<file path="src/rtl/spi_port_ctrl.sv">
module spi_port_ctrl #(
  parameter int SYNC_STAGES = 2,
  parameter int HCNT_W      = 7
) (
  input  logic       clk,
  input  logic       rst_n,
  input  logic       clk6_mode,
  input  logic       port_irq_en,
  input  logic [1:0] reg_sel,
  input  logic       reg_we,
  input  logic [7:0] reg_wdata,
  output logic [7:0] reg_rdata,
  output logic       irq,
  output logic       sck_o,
  output logic       mosi_o,
  output logic       ss_n_o,
  input  logic       miso_i,
  input  logic       sck_i,
  input  logic       mosi_i,
  input  logic       ss_n_i,
  output logic       miso_o
);
  localparam int BYTE_W = 8;
  localparam int NB_W   = $clog2(BYTE_W);
  localparam int EDGE_W = $clog2(2 * BYTE_W + 1);
  localparam logic [EDGE_W-1:0] LAST_EDGE = EDGE_W'(2 * BYTE_W);
  localparam logic [NB_W-1:0]   LAST_BIT  = NB_W'(BYTE_W - 1);
  localparam logic [7:0]        CTRL_MASK = 8'h9F;

  logic [7:0] ctrl_q;
  logic [BYTE_W-1:0] shreg, rx_buf;
  logic samp, done_q, wcol_q;
  logic [NB_W-1:0] nbits;

  wire wr_ctrl = reg_we && (reg_sel == 2'd0);
  wire wr_stat = reg_we && (reg_sel == 2'd1);
  wire wr_data = reg_we && (reg_sel == 2'd2);

  wire       spie = ctrl_q[7];
  wire       mstr = ctrl_q[4];
  wire       cpol = ctrl_q[3];
  wire       cpha = ctrl_q[2];
  wire [1:0] rate = ctrl_q[1:0];

  always_ff @(posedge clk or negedge rst_n)
    if (!rst_n)       ctrl_q <= '0;
    else if (wr_ctrl) ctrl_q <= reg_wdata & CTRL_MASK;

  // master clock generator
  logic [2:0] base_sh, sh;
  logic [HCNT_W-1:0] hcnt, half_m1;
  logic [EDGE_W-1:0] edge_n;
  logic m_busy, m_ss_n, sck_act;

  always_comb begin
    case (rate)
      2'd0:    base_sh = 3'd0;
      2'd1:    base_sh = 3'd2;
      2'd2:    base_sh = 3'd4;
      default: base_sh = 3'd5;
    endcase
    sh      = base_sh + {2'b00, ~clk6_mode};
    half_m1 = (HCNT_W'(1) << sh) - HCNT_W'(1);
  end

  wire start  = wr_data && mstr && !m_busy;
  wire tick   = m_busy && (hcnt == half_m1);
  wire m_lead = tick && (edge_n != LAST_EDGE) && !edge_n[0];
  wire m_trl  = tick && (edge_n != LAST_EDGE) &&  edge_n[0];

  always_ff @(posedge clk or negedge rst_n)
    if (!rst_n) begin
      m_busy  <= 1'b0;
      m_ss_n  <= 1'b1;
      sck_act <= 1'b0;
      edge_n  <= '0;
      hcnt    <= '0;
    end else if (m_busy) begin
      if (tick) begin
        hcnt <= '0;
        if (edge_n == LAST_EDGE) begin
          m_busy <= 1'b0;
          m_ss_n <= 1'b1;
        end else begin
          sck_act <= ~sck_act;
          edge_n  <= edge_n + EDGE_W'(1);
        end
      end else begin
        hcnt <= hcnt + HCNT_W'(1);
      end
    end else if (start) begin
      m_busy  <= 1'b1;
      m_ss_n  <= 1'b0;
      sck_act <= 1'b0;
      edge_n  <= '0;
      hcnt    <= '0;
    end

  assign sck_o  = cpol ^ sck_act;
  assign ss_n_o = m_ss_n;

  // slave input synchronisers
  logic [SYNC_STAGES-1:0] sck_sync, ss_sync, mosi_sync;
  logic sck_p;

  always_ff @(posedge clk or negedge rst_n)
    if (!rst_n) begin
      sck_sync  <= '0;
      ss_sync   <= '1;
      mosi_sync <= '0;
      sck_p     <= 1'b0;
    end else begin
      sck_sync  <= {sck_sync[SYNC_STAGES-2:0], sck_i};
      ss_sync   <= {ss_sync[SYNC_STAGES-2:0], ss_n_i};
      mosi_sync <= {mosi_sync[SYNC_STAGES-2:0], mosi_i};
      sck_p     <= sck_sync[SYNC_STAGES-1];
    end

  wire sck_s  = sck_sync[SYNC_STAGES-1];
  wire ss_act = !ss_sync[SYNC_STAGES-1];
  wire s_chg  = !mstr && ss_act && (sck_s != sck_p);
  wire s_lead = s_chg && (sck_s != cpol);
  wire s_trl  = s_chg && (sck_s == cpol);

  // shared shift datapath
  wire busy     = mstr ? m_busy : ss_act;
  wire lead_ev  = mstr ? m_lead : s_lead;
  wire trl_ev   = mstr ? m_trl  : s_trl;
  wire din      = mstr ? miso_i : mosi_sync[SYNC_STAGES-1];
  wire sample_ev = cpha ? trl_ev : lead_ev;
  wire shift_ev  = cpha ? lead_ev : trl_ev;
  wire byte_end  = sample_ev && (nbits == LAST_BIT);
  wire load      = wr_data && !busy;

  always_ff @(posedge clk or negedge rst_n)
    if (!rst_n) begin
      shreg  <= '0;
      samp   <= 1'b0;
      nbits  <= '0;
      rx_buf <= '0;
    end else if (load) begin
      shreg <= reg_wdata;
      nbits <= '0;
    end else if (!mstr && !ss_act) begin
      nbits <= '0;
    end else begin
      if (sample_ev) begin
        samp  <= din;
        nbits <= nbits + NB_W'(1);
        if (byte_end) rx_buf <= {shreg[BYTE_W-2:0], din};
      end
      if (shift_ev && (nbits != '0))
        shreg <= {shreg[BYTE_W-2:0], samp};
    end

  always_ff @(posedge clk or negedge rst_n)
    if (!rst_n) begin
      done_q <= 1'b0;
      wcol_q <= 1'b0;
    end else begin
      if (byte_end)                    done_q <= 1'b1;
      else if (wr_stat && reg_wdata[7]) done_q <= 1'b0;
      if (wr_data && busy)             wcol_q <= 1'b1;
      else if (wr_stat && reg_wdata[6]) wcol_q <= 1'b0;
    end

  assign mosi_o = shreg[BYTE_W-1];
  assign miso_o = shreg[BYTE_W-1];
  assign irq    = done_q && spie && port_irq_en;

  always_comb
    case (reg_sel)
      2'd0:    reg_rdata = ctrl_q;
      2'd1:    reg_rdata = {done_q, wcol_q, 6'b0};
      2'd2:    reg_rdata = rx_buf;
      default: reg_rdata = '0;
    endcase

  AST_SS_HELD_WHILE_SCK_ACTIVE: assert property (@(posedge clk) disable iff (!rst_n)
    (mstr && (sck_o != cpol)) |-> !ss_n_o);
  AST_SCK_IDLE_LEVEL: assert property (@(posedge clk) disable iff (!rst_n)
    (mstr && ss_n_o) |-> (sck_o == cpol));
  AST_WCOL_ON_BUSY_WRITE: assert property (@(posedge clk) disable iff (!rst_n)
    (wr_data && busy) |=> wcol_q);
  AST_WCOL_STICKY: assert property (@(posedge clk) disable iff (!rst_n)
    (wcol_q && !(wr_stat && reg_wdata[6])) |=> wcol_q);
  AST_DONE_STICKY: assert property (@(posedge clk) disable iff (!rst_n)
    (done_q && !(wr_stat && reg_wdata[7])) |=> done_q);
  AST_COLLIDE_DISCARD: assert property (@(posedge clk) disable iff (!rst_n)
    (mstr && m_busy && wr_data && !shift_ev) |=> (shreg == $past(shreg)));
endmodule

</file>
<file path="config.mk">
export PLATFORM = sky130hd
export DESIGN_NAME = spi_port_ctrl
export DESIGN_NICKNAME = d
export VERILOG_FILES = /design/src/rtl/spi_port_ctrl.sv
export SDC_FILE = /design/constraint.sdc
export NUM_CORES = 1
export LEC_CHECK = 0
export BUFFER_PORTS_ARGS = -buffer_cell sky130_fd_sc_hd__buf_2
export CORE_MARGIN = 3
export CORE_UTILIZATION = 55
export DETAILED_ROUTE_END_ITERATION = 12
export PLACE_DENSITY_LB_ADDON = 0.05
export SLEW_MARGIN = 20
export SYNTH_ARGS = -nofsm -noshare
export SYNTH_HDL_FRONTEND = slang
export SYNTH_SLANG_ARGS = --single-unit
</file>
<file path="constraint.sdc">
create_clock -name clk -period 3.5 [get_ports clk]
set_input_delay 0 -clock clk [delete_from_list [all_inputs] [get_ports clk]]
set_output_delay 0 -clock clk [all_outputs]
set_load 0.01 [all_outputs]
</file>
# Yosys cells after proc, flatten, opt, wreduce, memory -nomap -nowiden
# Cells that the tools add are included.
# totals
ff_bits	50
in_bits	19
output_inout_bits	13
# classes
shifts	1
reduce_logical	40
addsub	5
mux	36
n_eq_ne	15
bitwise	5
# op_table
op	n
2-to-1 mux 8 bit	3
case mux 8 bit (3 select lines)	1
logical AND 1 bit	22
2-to-1 mux 1 bit	21
2-to-1 mux 7 bit	3
2-to-1 mux 5 bit	4
2-to-1 mux 3 bit	3
case mux 3 bit (3 select lines)	1
AND reduction 3 bit	3
nonzero test 2 bit	4
adder 7 x 1 -> 7 bit, second input constant	1
equality test 7 bit	1
<< shifter 1 x 3 -> 7 bit, first input constant	1
subtractor 7 x 2 -> 7 bit, second input constant	1
nonzero test 3 bit	2
adder 5 x 1 -> 5 bit, second input constant	1
equality test 5 bit, second input constant	1
logical NOT 1 bit	5
!= test 5 bit, second input constant	1
equality test 2 x 1 -> 1 bit, second input constant	2
equality test 2 bit, second input constant	2
logical NOT 2 bit	2
!= test 2 x 1 -> 1 bit, second input constant	2
!= test 2 bit, second input constant	2
other kinds (9)	13

# Depth between registers and ports, before layout
# depth
word_depth	15
ltp_mapped	13

# Worst setup path before layout
# OpenSTA, ideal clock, no wires.
# synth_path
path_type	flip-flop to flip-flop
startpoint	reg ctrl_q[1]
endpoint	reg shreg[5]
arrival_time_ps	2630
synth_period_minus_slack_ps	2756
path_slack_ps	744
n_path_buf	3
path_stages_with_launch	14
required_time_ps	3374
cell_sequence	dfrtp_1 buf_4 and2_1 ha_1 ha_1 buf_6 and3b_1 a2111oi_2 o21ai_1 o21ai_4 o21ai_4 and2_4 buf_6 a221o_1
# synth_between
elab_chain_cells	14
# synth_lines
element	line_no	text
from (decl)	30	logic [7:0] ctrl_q;
from (signal assigned)	47	else if (wr_ctrl) ctrl_q <= reg_wdata & CTRL_MASK;
equality test 2 bit (tied with other cells)	56	case (rate)
case mux 3 bit (3 select lines) *	56	
adder 3 x 1 -> 3 bit *	62	sh = base_sh + {2'b00, ~clk6_mode};
<< shifter 1 x 3 -> 7 bit *	63	half_m1 = (HCNT_W'(1) << sh) - HCNT_W'(1);
subtractor 7 x 2 -> 7 bit *	63	
equality test 7 bit *	67	wire tick = m_busy && (hcnt == half_m1);
logical AND 1 bit *	67	
logical AND 1 bit *	68, 69	
logical AND 1 bit (on tied branches)	69, 68	
2-to-1 mux 1 bit (on tied branches)	128, 127	
2-to-1 mux 1 bit *	131	wire shift_ev = cpha ? lead_ev : trl_ev;
logical AND 1 bit *	152	if (shift_ev && (nbits != '0))
nonzero test 2 bit (no line) *	-	
AND reduction 2 bit (no line) *	-	
to (signal assigned)	142	shreg <= reg_wdata;
to (signal assigned)	153	shreg <= {shreg[BYTE_W-2:0], samp};
to (decl)	31	logic [BYTE_W-1:0] shreg, rx_buf;
# Mark *: on every way between the ends. The rest lies on a longest branch, timed or not.
# A chain may end at the register's enable or synchronous reset.

# Worst setup path in the final report
# layout_path
startpoint	reg ctrl_q[1]
endpoint	reg rx_buf[3]
# layout_between
elab_chain_cells	13
# layout_lines
element	line_no	text
equality test 2 bit (tied with other cells)	56	
case mux 3 bit (3 select lines) *	56	
adder 3 x 1 -> 3 bit *	62	
<< shifter 1 x 3 -> 7 bit *	63	
subtractor 7 x 2 -> 7 bit *	63	
equality test 7 bit *	67	
logical AND 1 bit *	67	
logical AND 1 bit *	68, 69	
logical AND 1 bit (on tied branches)	68, 69	
2-to-1 mux 1 bit (on tied branches)	127, 128	
2-to-1 mux 1 bit *	130	wire sample_ev = cpha ? trl_ev : lead_ev;
logical AND 1 bit	132	wire byte_end = sample_ev && (nbits == LAST_BIT);
AND reduction 4 bit (no line) *	-	
to (signal assigned)	150	if (byte_end) rx_buf <= {shreg[BYTE_W-2:0], din};
to (decl)	31	
# Marks and branches as above.

==> results.sh <==
export IMPL_critPathMaxStageDelay_ns=0.55
export IMPL_hpwl_microns=4030
export IMPL_start_util=0.581
export IMPL_synth_largest_area_cell="dfrtp_1"
export IMPL_total_leakage_power_nw=1.47
export IMPL_post_drt_via_cell_ratio=5.46
export IMPL_drc=0
export IMPL_critical_path_required_ns=3.69
export IMPL_final_hold_violation_count=0
export IMPL_class_of_the_worst_hold_path="input pin to register"
export IMPL_unique_masters_post_synth=49
export IMPL_ctsLongestPathBuffers=2
export IMPL_setup_worst_path_end_class="register"
export IMPL_tritoncts="built"
export IMPL_min_period_ns=2.98
export IMPL_clockRootBuffer="clkbuf_8"
export IMPL_place_worst_setup_slack_ns=0.547
export IMPL_std_cell_rows=25
export IMPL_ff_latch_count_synth=50
export IMPL_maxSlewHeadroom=0.539
export IMPL_dieArea_sq_um=5980
export IMPL_synth_edff_count=0
export IMPL_setup_ws_ns=0.520
export IMPL_postSynth_topFlopCell="dfrtp_1"
export IMPL_synth_top_cell_area_share=0.420
export IMPL_number_of_nets_in_the_final_layout=342
export IMPL_routedWlPerCell_microns=14.4
export IMPL_synthesis_instances=274
export IMPL_dr_pass1_iters=4
export IMPL_netlist_area_sq_um=2800
export IMPL_finalWirelength_microns=5520
export IMPL_chipWidth_microns=77.4
export IMPL_count_of_input_and_output_buffers=31
export IMPL_power_ir_vdd_worst_uv=321
export IMPL_cts_resized_gates=0
export IMPL_crit_buf_inv=0
export IMPL_critical_path_class="register to register"
export IMPL_clock_slew_at_the_register_clock_pins_of_the_worst_setup_and_hold_paths_ns=0.10
export IMPL_layout_drive_gt1_share=0.222
export IMPL_clkLatencyLatePin_ns=0.30
export IMPL_cts_buffers_inserted=5
export IMPL_grt_start_max_net_pins=51
export IMPL_timing_setup_tns_ns=0
export IMPL_grt_overflow=0
export IMPL_worst_ep_arrival_ns=3.17
export IMPL_sequential_area_share_after_synthesis=0.448
export IMPL_mappedNetlistNets=301
export IMPL_seqCellArea_sq_um=1250
export IMPL_io_pin_count=32
export IMPL_via_count=2091
export IMPL_die_height_microns=77.4
export IMPL_finalWeightedCongestion=0.815
export IMPL_status="complete, no violations"
export IMPL_layout_worst_path_cycle_share=0.852
export IMPL_multi_input_gate_area_in_the_final_layout_sq_um=1410
export IMPL_cts_sinks=50
export IMPL_detail_route_antenna_nets=0
export IMPL_timing_critical_path_cells="and2_1, ha_1, ha_1, nor2b_1, o21ai_1, a31oi_1, nand4_1, o21ai_4, nand2_2, mux2_2"
export IMPL_critPathLaunchType="register"
export IMPL_core_area_sq_um=4820
export IMPL_vias_in_the_first_global_route=1947
export IMPL_clock_skew_ns=0.00832
export IMPL_postPlaceCellArea_sq_um=2970
export IMPL_ys_warnings_count=0
export IMPL_maxCapViolations=0
export IMPL_fillCellCount=401
export IMPL_flow_area_growth_from_synthesis_pct=13.6
export IMPL_number_of_antenna_diodes=0
export IMPL_crit_fanout=15
export IMPL_detailedRoute_firstIterationViolations=123
export IMPL_cts_htree_levels=2
export IMPL_grt_first_pass_wirelength_microns=9400
export IMPL_number_of_antenna_violations_at_the_first_check_in_global_routing=0
export IMPL_setup_viol=0
export IMPL_total_power_divided_by_cell_area_nw_per_um2=586
export IMPL_setup_repair_after_global_routing_missed_its_margin="false"
export IMPL_critPathSlowestCell="dfrtp_1"
export IMPL_asyncSetResetFlopFracSynth=1.00
export IMPL_ys_top_cells_by_area="dfrtp_1, mux2_2, mux2i_1"
export IMPL_global_route_usage_total=0.197
export IMPL_fmax_ghz=0.336
export IMPL_critPathMostFrequentCell="ha_1"
export IMPL_finish_instance_area_sq_um=3180
export IMPL_critical_path_top_delay_family="simple AND/OR/NAND/NOR gates"
export IMPL_worstMarginPinSlew_ns=0.689
export IMPL_postSynthAreaPerCell_sq_um=10.2
export IMPL_slew_violations=0
-- logic make-up after synthesis --
group	count (synthesis)	synth area share
xor gates and xnor gates	12	0.0402
buffers and inverters	24	0.0474
AOI/OAI and AO/OA	51	0.134
DFF	50	0.448
and+or+nand+nor	102	0.191
muxes	27	0.103
adders and majority gates	8	0.0357
-- routing by layer --
metal  wire [microns]  GRT usage  share of wire  vias up
met4               32     0.0445         0.0058        0
met3              195     0.0383          0.035        4
met1             2840      0.298           0.51     1005
met5                0          0              0        -
met2             2450      0.293           0.44       39
li1                 -          -              -     1043
-- path summary, 6_finish.rpt --
| check | slack, ns | from | to | cells after the start |
|---|---|---|---|---|
| max | 0.52 | ctrl_q[1] | rx_buf[3] | 10 |
| min | 0.06 | reg_sel[0] | wcol_q | 2 |
| max reg2reg | 0.52 | ctrl_q[1] | rx_buf[3] | 10 |
| min reg2reg | 0.36 | mosi_sync[0] | mosi_sync[1] | 0 |
| max in group asynchronous | 2.74 | rst_n | hcnt[6] | 3 |
| min in group asynchronous | 0.32 | rst_n | ctrl_q[7] | 3 |
-- sequential cells by signal, indices dropped and copies added (netlist names) --
register / flops
done_q: 1
samp: 1
shreg: 8
m_busy: 1
ss_n_o: 1
sck_p: 1
ss_sync: 2
hcnt: 7
ctrl_q: 6
rx_buf: 8
sck_act: 1
sck_sync: 2
nbits: 3
mosi_sync: 2
edge_n: 5
wcol_q: 1
-- power by group --
part	internal [mW]	switching [mW]	total (mW)
clock network	0.141	0.195	0.336
logic	0.316	0.323	0.638
registers	0.713	0.176	0.889
total	1.17	0.694	1.86
-- cells in the mapped netlist (4+ instances only) --
library cell / instances
nand2_1: 19
nor2_1: 24
inv_1: 13
nand3_1: 9
buf_6: 4
and3_1: 4
xnor2_1: 7
a21oi_1: 6
nand2b_1: 7
and2_1: 8
nor2b_1: 5
a221o_1: 6
nand4_1: 4
mux2i_1: 12
ha_1: 8
xor2_1: 4
nor3_1: 9
o21ai_0: 16
mux2_2: 15
dfrtp_1: 47
-- final cells by class --
cell class | instances | area share
Timing Repair Buffer | 45 | 0.0913
Sequential cell | 50 | 0.395
Clock inverter | 3 | 0.00669
Tap cell | 67 | 0.0264
Clock buffer | 5 | 0.0216
Multi-Input combinational cell | 200 | 0.444
Inverter | 13 | 0.0153
-- metrics by stage --
stage / total power, mW / cells / utilization / hold WS [ns]
finish: 1.86 / 383 / 0.660 / 0.0596
global route: 2.01 / 383 / 0.660 / 0.0711
CTS: 1.88 / 383 / 0.660 / 0.0401
detailed placement: 1.54 / 363 / 0.617 / 0.106
global placement: 1.52 / 363 / 0.617 / 0.105
floorplan: 1.39 / 274 / - / -0.296
-- placed cells by master, fill, tap and decap left out, types with 8 or more instances in the layout --
cell type,synthesis,layout
and2_1,8,8
buf_2,1,31
dfrtp_1,47,47
dlygate4sd3_1,0,12
ha_1,8,8
inv_1,13,13
mux2_2,15,15
mux2i_1,12,12
nand2_1,19,19
nand3_1,9,9
nor2_1,24,24
nor3_1,9,9
o21ai_0,16,16
-- timing repair --
item / 4_1_cts / 5_1_grt
hold buffers: 12 / 0
buffers inserted: 0 / 0
hold endpoints to repair: 59 / 0
setup endpoints to repair: 0 / 0
No activity file was read; power rests on OpenSTA's default activity.
